`src/rtl/dsq_pkg.sv`:
```
package dsq_pkg;

   localparam int          CNT_W        = 16;
   localparam int          ERR_W        = 4;
   localparam int          ERR_TXCRC    = 0;
   localparam int          ERR_RXCRC    = 1;
   localparam int          ERR_FRAME    = 2;
   localparam int          ERR_ABORT    = 3;
   localparam logic [7:0]  QUERY_OPCODE = 8'h80;
   localparam int          FIXED_BYTES  = 24;
   localparam int          CNT_OFFSET   = 4;
   localparam int          REV_OFFSET   = 6;
   localparam int          PLL_OFFSET   = 8;
   localparam int          BMP_OFFSET   = 16;

   typedef enum logic [2:0] {
      CAUSE_NONE   = 3'd0,
      CAUSE_ABORT  = 3'd1,
      CAUSE_TXCRC  = 3'd2,
      CAUSE_BADREV = 3'd3,
      CAUSE_COMM   = 3'd4,
      CAUSE_LIMIT  = 3'd5
   } dsq_cause_e;

   // transfer length for a given core count: fixed part plus one byte per four cores
   function automatic logic [16:0] xfer_len(input logic [CNT_W-1:0] n);
      logic [16:0] q;
      q = ({1'b0, n} + 17'd3) >> 2;
      return q + 17'(FIXED_BYTES);
   endfunction

endpackage

```
`src/rtl/dsq_rx_capture.sv`:
```
module dsq_rx_capture
   import dsq_pkg::*;
#(
   parameter int MAX_CORES     = 48,
   parameter bit PLL_BYTE0_MSB = 1'b1,
   localparam int BMP_BYTES    = (MAX_CORES + 3) / 4
) (
   input  logic                   clk,
   input  logic                   rst_n,
   input  logic                   clear,
   input  logic                   bvalid,
   input  logic [7:0]             bdata,
   output logic [CNT_W-1:0]       count_o,
   output logic [15:0]            rev_o,
   output logic [63:0]            pll_o,
   output logic [BMP_BYTES*8-1:0] bmp_o
);

   logic [15:0] idx_q;
   logic        take;

   assign take = bvalid && !clear;

   always_ff @(posedge clk or negedge rst_n) begin
      if (!rst_n) begin
         idx_q <= '0;
      end else if (clear) begin
         idx_q <= '0;
      end else if (bvalid && idx_q != 16'hFFFF) begin
         idx_q <= idx_q + 16'd1;
      end
   end

   always_ff @(posedge clk or negedge rst_n) begin
      if (!rst_n) begin
         count_o <= '0;
         rev_o   <= '0;
      end else if (clear) begin
         count_o <= '0;
         rev_o   <= '0;
      end else if (take) begin
         case (idx_q)
            16'(CNT_OFFSET):     count_o[15:8] <= bdata;
            16'(CNT_OFFSET + 1): count_o[7:0]  <= bdata;
            16'(REV_OFFSET):     rev_o[15:8]   <= bdata;
            16'(REV_OFFSET + 1): rev_o[7:0]    <= bdata;
            default: ;
         endcase
      end
   end

   for (genvar b = 0; b < 8; b++) begin : g_pll
      localparam int POS = PLL_BYTE0_MSB ? (7 - b) : b;
      always_ff @(posedge clk or negedge rst_n) begin
         if (!rst_n) begin
            pll_o[POS*8 +: 8] <= '0;
         end else if (clear) begin
            pll_o[POS*8 +: 8] <= '0;
         end else if (take && idx_q == 16'(PLL_OFFSET + b)) begin
            pll_o[POS*8 +: 8] <= bdata;
         end
      end
   end

   for (genvar k = 0; k < BMP_BYTES; k++) begin : g_bmp
      always_ff @(posedge clk or negedge rst_n) begin
         if (!rst_n) begin
            bmp_o[k*8 +: 8] <= '0;
         end else if (clear) begin
            bmp_o[k*8 +: 8] <= '0;
         end else if (take && idx_q == 16'(BMP_OFFSET + k)) begin
            bmp_o[k*8 +: 8] <= bdata;
         end
      end
   end

   // the byte index restarts with every accepted request
   assert_idx_restart_R6: assert property (@(posedge clk) disable iff (!rst_n)
      clear |=> idx_q == 16'd0);

endmodule

```
`src/rtl/dsq_unpack.sv`:
```
module dsq_unpack
   import dsq_pkg::*;
#(
   parameter int MAX_CORES  = 48,
   localparam int BMP_BYTES = (MAX_CORES + 3) / 4
) (
   input  logic [BMP_BYTES*8-1:0] bmp,
   input  logic [CNT_W-1:0]       count,
   output logic [MAX_CORES-1:0]   want,
   output logic [MAX_CORES-1:0]   have
);

   for (genvar i = 0; i < MAX_CORES; i++) begin : g_core
      localparam int BYTE_I = i / 4;
      localparam int SLOT   = i % 4;
      localparam int WBIT   = BYTE_I * 8 + 7 - 2 * SLOT;
      logic live;
      assign live    = 16'(i) < count;
      assign want[i] = live && bmp[WBIT];
      assign have[i] = live && bmp[WBIT-1];
   end

endmodule

```
`src/rtl/dsq_ctrl.sv`:
```
module dsq_ctrl
   import dsq_pkg::*;
#(
   parameter int          MAX_CORES = 48,
   parameter int          MAX_TRIES = 3,
   parameter int          LEN_W     = 16,
   parameter logic [15:0] REVISION  = 16'hA102,
   localparam int         TRY_W     = $clog2(MAX_TRIES + 1)
) (
   input  logic             clk,
   input  logic             rst_n,
   input  logic             start,
   input  logic [7:0]       die_idx,
   input  logic [CNT_W-1:0] exp_cores,
   output logic             req_valid,
   input  logic             req_ready,
   output logic [31:0]      req_cmd,
   output logic [LEN_W-1:0] req_len,
   input  logic             rsp_done,
   input  logic [ERR_W-1:0] rsp_err,
   input  logic [CNT_W-1:0] rx_count,
   input  logic [15:0]      rx_rev,
   output logic             fin,
   output dsq_cause_e       fin_cause
);

   typedef enum logic [1:0] {S_IDLE, S_REQ, S_RX} st_e;

   st_e              state_q, state_d;
   logic [7:0]       die_q;
   logic [CNT_W-1:0] hint_q;
   logic [LEN_W-1:0] len_q;
   logic [TRY_W-1:0] tries_q;
   logic             resized_q;
   logic             go_retry, go_resize;
   logic             err_any, err_sole_tx, err_abort;
   logic             rev_ok, count_mism, over;

   assign err_any     = |rsp_err;
   assign err_abort   = rsp_err[ERR_ABORT];
   assign err_sole_tx = rsp_err == ERR_W'(1 << ERR_TXCRC);
   assign rev_ok      = rx_rev == REVISION;
   assign count_mism  = rx_count != hint_q;
   assign over        = rx_count > CNT_W'(MAX_CORES);

   always_comb begin
      state_d   = state_q;
      fin       = 1'b0;
      fin_cause = CAUSE_NONE;
      go_retry  = 1'b0;
      go_resize = 1'b0;
      case (state_q)
         S_IDLE: if (start) state_d = S_REQ;
         S_REQ:  if (req_ready) state_d = S_RX;
         S_RX: begin
            if (rsp_done) begin
               if (err_abort) begin
                  fin = 1'b1; fin_cause = CAUSE_ABORT;
               end else if (err_sole_tx && tries_q < TRY_W'(MAX_TRIES - 1)) begin
                  go_retry = 1'b1;
               end else if (err_sole_tx) begin
                  fin = 1'b1; fin_cause = resized_q ? CAUSE_COMM : CAUSE_TXCRC;
               end else if (err_any) begin
                  if (resized_q) begin
                     fin = 1'b1; fin_cause = CAUSE_COMM;
                  end else if (!rev_ok) begin
                     fin = 1'b1; fin_cause = CAUSE_BADREV;
                  end else if (count_mism) begin
                     go_resize = 1'b1;
                  end else begin
                     fin = 1'b1; fin_cause = CAUSE_COMM;
                  end
               end else if (!rev_ok) begin
                  fin = 1'b1; fin_cause = CAUSE_BADREV;
               end else if (over) begin
                  fin = 1'b1; fin_cause = CAUSE_LIMIT;
               end else begin
                  fin = 1'b1; fin_cause = CAUSE_NONE;
               end
               state_d = fin ? S_IDLE : S_REQ;
            end
         end
         default: state_d = S_IDLE;
      endcase
   end

   always_ff @(posedge clk or negedge rst_n) begin
      if (!rst_n) begin
         state_q   <= S_IDLE;
         die_q     <= '0;
         hint_q    <= '0;
         len_q     <= '0;
         tries_q   <= '0;
         resized_q <= 1'b0;
      end else begin
         state_q <= state_d;
         if (state_q == S_IDLE && start) begin
            die_q     <= die_idx;
            hint_q    <= exp_cores;
            len_q     <= LEN_W'(xfer_len(exp_cores));
            tries_q   <= '0;
            resized_q <= 1'b0;
         end else if (go_retry) begin
            tries_q <= tries_q + TRY_W'(1);
         end else if (go_resize) begin
            len_q     <= LEN_W'(xfer_len(rx_count));
            tries_q   <= '0;
            resized_q <= 1'b1;
         end
      end
   end

   assign req_valid = state_q == S_REQ;
   assign req_cmd   = {QUERY_OPCODE, die_q, 16'h0000};
   assign req_len   = len_q;

   assert_req_hold_R1: assert property (@(posedge clk) disable iff (!rst_n)
      req_valid && !req_ready |=> req_valid && $stable(req_cmd) && $stable(req_len));

   assert_try_bound_R3: assert property (@(posedge clk) disable iff (!rst_n)
      tries_q < TRY_W'(MAX_TRIES));

   assert_txcrc_budget_R3: assert property (@(posedge clk) disable iff (!rst_n)
      fin && fin_cause == CAUSE_TXCRC |-> tries_q == TRY_W'(MAX_TRIES - 1) && !resized_q);

   assert_resize_once_R6: assert property (@(posedge clk) disable iff (!rst_n)
      resized_q && state_q != S_IDLE |=> resized_q || state_q == S_IDLE);

   assert_abort_stops_R4: assert property (@(posedge clk) disable iff (!rst_n)
      state_q == S_RX && rsp_done && rsp_err[ERR_ABORT] |=> state_q == S_IDLE);

endmodule

```
`src/rtl/dsq_die_query.sv`:
```
module dsq_die_query
   import dsq_pkg::*;
#(
   parameter int          MAX_CORES     = 48,
   parameter int          MAX_TRIES     = 3,
   parameter int          LEN_W         = 16,
   parameter logic [15:0] REVISION      = 16'hA102,
   parameter bit          PLL_BYTE0_MSB = 1'b1
) (
   input  logic                 clk,
   input  logic                 rst_n,
   input  logic                 start,
   input  logic [7:0]           die_idx,
   input  logic [15:0]          exp_cores,
   output logic                 req_valid,
   input  logic                 req_ready,
   output logic [31:0]          req_cmd,
   output logic [LEN_W-1:0]     req_len,
   input  logic                 rsp_bvalid,
   input  logic [7:0]           rsp_bdata,
   input  logic                 rsp_done,
   input  logic [3:0]           rsp_err,
   output logic                 done,
   output logic                 ok,
   output logic [2:0]           cause,
   output logic [15:0]          cores,
   output logic [63:0]          pll_state,
   output logic [MAX_CORES-1:0] want_work,
   output logic [MAX_CORES-1:0] have_report
);

   localparam int BMP_BYTES = (MAX_CORES + 3) / 4;

   if (MAX_CORES < 1 || MAX_CORES > 4096) begin : g_bad_cores
      $error("dsq_die_query: MAX_CORES out of range");
   end
   if (MAX_TRIES < 1) begin : g_bad_tries
      $error("dsq_die_query: MAX_TRIES must be at least 1");
   end
   if (LEN_W < 15) begin : g_bad_len
      $error("dsq_die_query: LEN_W too narrow for the longest transfer");
   end

   logic                   cap_clear;
   logic [CNT_W-1:0]       rx_count, clamp_count;
   logic [15:0]            rx_rev;
   logic [63:0]            rx_pll;
   logic [BMP_BYTES*8-1:0] rx_bmp;
   logic [MAX_CORES-1:0]   un_want, un_have;
   logic                   fin;
   dsq_cause_e             fin_cause;
   logic                   keep_data;

   assign cap_clear   = req_valid && req_ready;
   assign clamp_count = (rx_count > CNT_W'(MAX_CORES)) ? CNT_W'(MAX_CORES) : rx_count;
   assign keep_data   = fin_cause == CAUSE_NONE || fin_cause == CAUSE_LIMIT;

   dsq_ctrl #(
      .MAX_CORES (MAX_CORES),
      .MAX_TRIES (MAX_TRIES),
      .LEN_W     (LEN_W),
      .REVISION  (REVISION)
   ) u_ctrl (
      .clk       (clk),
      .rst_n     (rst_n),
      .start     (start),
      .die_idx   (die_idx),
      .exp_cores (exp_cores),
      .req_valid (req_valid),
      .req_ready (req_ready),
      .req_cmd   (req_cmd),
      .req_len   (req_len),
      .rsp_done  (rsp_done),
      .rsp_err   (rsp_err),
      .rx_count  (rx_count),
      .rx_rev    (rx_rev),
      .fin       (fin),
      .fin_cause (fin_cause)
   );

   dsq_rx_capture #(
      .MAX_CORES     (MAX_CORES),
      .PLL_BYTE0_MSB (PLL_BYTE0_MSB)
   ) u_cap (
      .clk     (clk),
      .rst_n   (rst_n),
      .clear   (cap_clear),
      .bvalid  (rsp_bvalid),
      .bdata   (rsp_bdata),
      .count_o (rx_count),
      .rev_o   (rx_rev),
      .pll_o   (rx_pll),
      .bmp_o   (rx_bmp)
   );

   dsq_unpack #(
      .MAX_CORES (MAX_CORES)
   ) u_unpack (
      .bmp   (rx_bmp),
      .count (clamp_count),
      .want  (un_want),
      .have  (un_have)
   );

   always_ff @(posedge clk or negedge rst_n) begin
      if (!rst_n) begin
         done        <= 1'b0;
         ok          <= 1'b0;
         cause       <= CAUSE_NONE;
         cores       <= '0;
         pll_state   <= '0;
         want_work   <= '0;
         have_report <= '0;
      end else begin
         done <= fin;
         if (fin) begin
            ok    <= fin_cause == CAUSE_NONE;
            cause <= fin_cause;
            if (keep_data) begin
               cores       <= clamp_count;
               pll_state   <= rx_pll;
               want_work   <= un_want;
               have_report <= un_have;
            end else begin
               cores       <= '0;
               pll_state   <= '0;
               want_work   <= '0;
               have_report <= '0;
            end
         end
      end
   end

   assert_done_pulse_R11: assert property (@(posedge clk) disable iff (!rst_n)
      done |=> !done);

   assert_ok_clean_R8: assert property (@(posedge clk) disable iff (!rst_n)
      done && ok |-> cause == 3'(CAUSE_NONE));

   assert_limit_clamp_R10: assert property (@(posedge clk) disable iff (!rst_n)
      done && cause == 3'(CAUSE_LIMIT) |-> cores == 16'(MAX_CORES) && !ok);

   assert_fail_zero_R12: assert property (@(posedge clk) disable iff (!rst_n)
      done && !ok && cause != 3'(CAUSE_LIMIT)
      |-> cores == 16'd0 && pll_state == 64'd0 && want_work == '0 && have_report == '0);

   assert_mask_count_R9: assert property (@(posedge clk) disable iff (!rst_n)
      $countones(want_work) <= int'(cores) && $countones(have_report) <= int'(cores));

endmodule

```
`config.mk`:
```
export PLATFORM = sky130hd
export DESIGN_NAME = dsq_die_query
export DESIGN_NICKNAME = d
export VERILOG_FILES = /design/src/rtl/dsq_pkg.sv /design/src/rtl/dsq_rx_capture.sv /design/src/rtl/dsq_unpack.sv /design/src/rtl/dsq_ctrl.sv /design/src/rtl/dsq_die_query.sv
export SDC_FILE = /design/constraint.sdc
export NUM_CORES = 1
export LEC_CHECK = 0
export ABC_AREA = 0
export BUFFER_PORTS_ARGS = -buffer_cell sky130_fd_sc_hd__buf_2
export CORE_UTILIZATION = 31
export DETAILED_ROUTE_END_ITERATION = 8
export GPL_ROUTABILITY_DRIVEN = 1
export HOLD_SLACK_MARGIN = 0.02
export PLACE_DENSITY_LB_ADDON = 0.3
export SETUP_SLACK_MARGIN = 0.05
export SLEW_MARGIN = 30
export SYNTH_ARGS = -nofsm -noshare
export SYNTH_HDL_FRONTEND = slang
export SYNTH_SLANG_ARGS = --single-unit
```
`constraint.sdc`:
```
create_clock -name clk -period 3.5 [get_ports clk]
set_input_delay 0 -clock clk [delete_from_list [all_inputs] [get_ports clk]]
set_output_delay 0 -clock clk [all_outputs]
set_load 0.05 [all_outputs]
```
==> flow_summary.ini <==
[yosys]
synth-xor-area-share = 0.0209
synth_top_area_cell = dfrtp_1
synth_top_family_by_area = simple AND/OR/NAND/NOR gates
muxShareOfSynthArea = 0.0956
synth-seq-area-share = 0.564
synth_compound_area_frac = 0.103
synthTopCellsByArea = dfrtp_1 (56%), mux2i_1 (9.4%), nand2_1 (6.4%), nor2_1 (4.1%), a22o_1 (2.9%)
synthCells = 1877
synth_area_per_cell_um2 = 10.3
synth_warnings = 0
synthAdderAreaFrac = 0.00325
synth_area_mm2 = 0.0192
yosysTopAreaCellShare = 0.564
synthFlopType = dfrtp_1
synthSimpleGateAreaFrac = 0.173
ys_ff_latch = 434
synth_edf_count = 0
async_flop_share = 1.00
ys_types = 68

[routing]
routedWlPerCell_um = 20.0
drt_pass1_iterations = 7
routed_wl_um = 59200
drt-initial-drc-count = 1154
via_count = 14837
vias_per_cell = 5.02
drt.antenna.violating_nets = 0
drcViolationCount = 0

[grt]
globalRouteTotalUtil = 0.185
antenna_found_initial = 2
use_met1 = 0.246
gr-total-overflow = 0
top_usage_layer = met2
gr-usage-met3 = 0.0418
grt_max_degree = 161
grt_util_met2 = 0.300
grt_pass1_wl_um = 89800
first_global_vias = 14535

[die]
die_w_um = 251
die_area_mm2 = 0.0631
num_rows = 90
ioPinCount = 272
initial_utilization = 0.316
coreArea_mm2 = 0.0608
die_y_um = 251

[clock_tree]
htreeDepth = 2
cts.sinks = 434
root_buffer = clkbuf_16
numCtsBuffers = 49
clk_latency_ps = 590
clockBufferDepth = 3
cts.clk_slew.worst_paths_ps = 60
cts_tree = built
cts_setup_buffers = 0

[timing]
skew_ps = 20.0
slew_headroom = 0.398
worst_slew_pin_slew_ps = 902
grt_setup_unrepaired = no
setup_viol_count_final = 0
tns_ps = 0
fmax_mhz = 306
period_share = 0.935
slew_violations = 0
period_minus_slack_ps = 3270
worst_slack_ps = 227
hold_viol = 0

[setup_path]
start_kind = register
slowest_delay_ps = 790
reg2reg_depth = 7
crit_type = register to register
crit_path_max_fanout = 66
cp.required_ps = 4030
end_kind = register
path_cells = xor2_1, nor4_1, nand4_1, a211o_4, nor3b_1, mux2_4, a32o_1
cp.arrival_ps = 3800
cp_slowest_cell = mux2_4

[final_layout]
syn2layout_area_growth_pct = 21.9
nets = 2180
drive_above_1_share = 0.201

[pwr]
ir_drop_uv = 617
power.leakage_nw = 11.3
powerDensity_mw_per_mm2 = 740

[placement]
port_buffers = 247
gp_congestion = 0.847
place_hpwl_um = 39100
pre_cts_slack_ps = 285

[job]
cap_violations = 0

[status]
status = completed

[hold_path]
hold_class = input pin to register
whs_path_depth = 3
## per-layer routing
metal | vias to the layer above | share of wire
met3 | 96 | 0.062
met1 | 7421 | 0.43
met4 | 2 | 0.026
met5 | - | 0.00017
li1 | 6893 | -
met2 | 425 | 0.48
## critical path: cells and delay by family (launching register included)
kind / cells / cell delay [ps]
AO/OA/AOI/OAI: 2 / 700
XOR/XNOR: 1 / 210
multiplexers: 1 / 790
flip-flops: 1 / 500
AND/OR/NAND/NOR: 3 / 940
## what timing repair did
action                                 CTS  global route
hold buffers                            36             0
gates resized for setup                  0             0
endpoints found under the hold margin  372             0
## worst paths after layout
path,start,endpoint,slack (ps)
setup / recovery,u_cap.count_o[5]$_DFFE_PN0P_,want_work[20]$_DFFE_PN0P_,230
hold / removal,rsp_bdata[4],u_cap.bmp_o[84]$_DFFE_PN0P_,40
setup reg to reg,u_cap.count_o[5]$_DFFE_PN0P_,want_work[20]$_DFFE_PN0P_,230
hold reg to reg,want_work[31]$_DFFE_PN0P_,want_work[31]$_DFFE_PN0P_,470
max in group asynchronous,rst_n,have_report[14]$_DFFE_PN0P_,2210
min in group asynchronous,rst_n,u_cap.rev_o[2]$_DFFE_PN0P_,450
## cells in the final DEF, fill, tap and decap left out, types with 7 or more instances in the layout
master | Yosys | final
buf_2 | 14 | 246
nor2_1 | 210 | 209
mux2i_1 | 180 | 179
nand3_1 | 62 | 62
xor2_1 | 33 | 33
inv_1 | 12 | 12
buf_4 | 30 | 37
xnor2_1 | 13 | 13
dfrtp_1 | 434 | 434
clkbuf_1 | 93 | 7
nand2b_1 | 10 | 10
dlygate4sd3_1 | 0 | 35
buf_12 | 0 | 8
conb_1 | 2 | 24
o21ai_0 | 106 | 106
bufinv_16 | 0 | 9
o21ai_1 | 21 | 21
and2_1 | 19 | 19
clkinv_2 | 0 | 12
o21ai_2 | 20 | 20
nor2_2 | 16 | 16
nor3_1 | 20 | 20
nand2_1 | 329 | 329
o211ai_1 | 10 | 10
nand4_1 | 18 | 18
or2_2 | 7 | 7
nor4_1 | 18 | 17
a22o_1 | 64 | 64
a21oi_1 | 39 | 39
clkbuf_16 | 0 | 51
## kinds of logic (layout without fill, tap and decap cells)
logic type | count (synthesis) | in the layout
AND/OR/NAND/NOR | 752 | 752
flip-flops | 434 | 434
AO/OA/AOI/OAI | 297 | 297
multiplexers | 183 | 183
buffers and inverters | 158 | 430
XOR/XNOR | 46 | 46
adder cells (fa/ha/maj) | 5 | 5
other | 2 | 25
## flip-flops by register name, summed over array words and instances, names as in the netlist
register / flops
u_ctrl.state_q: 2
ok: 1
u_ctrl.hint_q: 16
u_ctrl.resized_q: 1
cores: 16
u_cap.idx_q: 16
u_cap.rev_o: 16
u_cap.count_o: 16
u_ctrl.req_len: 16
u_ctrl.tries_q: 2
want_work: 48
u_cap.pll_o: 64
u_cap.bmp_o: 96
done: 1
have_report: 48
u_ctrl.die_q: 8
cause: 3
pll_state: 64
## synth_stat cells, types with 5 or more instances
| cell | n |
|---|---|
| o21a_1 | 5 |
| xor2_1 | 33 |
| xnor2_1 | 13 |
| or4_1 | 6 |
| clkbuf_1 | 93 |
| nand2_1 | 329 |
| mux2i_1 | 180 |
| buf_4 | 30 |
| dfrtp_1 | 434 |
| or2_2 | 7 |
| buf_2 | 14 |
| inv_1 | 12 |
| nor4_1 | 18 |
| o21ai_2 | 20 |
| a21o_1 | 5 |
| o21ai_0 | 106 |
| buf_6 | 5 |
| nand2b_1 | 10 |
| and2_1 | 19 |
| o21ai_1 | 21 |
| a21oi_1 | 39 |
| a22o_1 | 64 |
| nor2_2 | 16 |
| nor3_1 | 20 |
| or3_1 | 6 |
| nand4_1 | 18 |
| o211ai_1 | 10 |
| ha_1 | 5 |
| nand3_1 | 62 |
| nor2_1 | 210 |
## where the power goes
group          switching [W]  total, W  internal (W)
Sequential          0.000399   0.00584       0.00544
Combinational        0.00442   0.00594       0.00152
Clock                0.00213   0.00557       0.00344
## final cells by class
type	instances	area, um^2
flip-flops and latches	434	10900
clock inverters	25	362
multi-input cells	1307	7750
repair buffers	329	2070
inverters	12	45.0
clock buffers	64	1390
diodes	1	2.50
fillers	5986	37400
well taps	782	978
## metrics by stage
step / instance area [um^2] / utilization / total power [W] / std cells / hold WS, ps
floorplan: 19300 / - / 0.00950 / 1899 / -296
global placement: 21300 / 0.351 / 0.0117 / 2827 / 25.2
detailed placement: 21300 / 0.351 / 0.0118 / 2827 / 27.8
CTS: 23400 / 0.386 / 0.0175 / 2952 / 27.5
global route: 23500 / 0.386 / 0.0182 / 2953 / 49.7
finish: 23500 / 0.386 / 0.0173 / 2954 / 43.1
No activity file was read; power rests on OpenSTA's default activity.
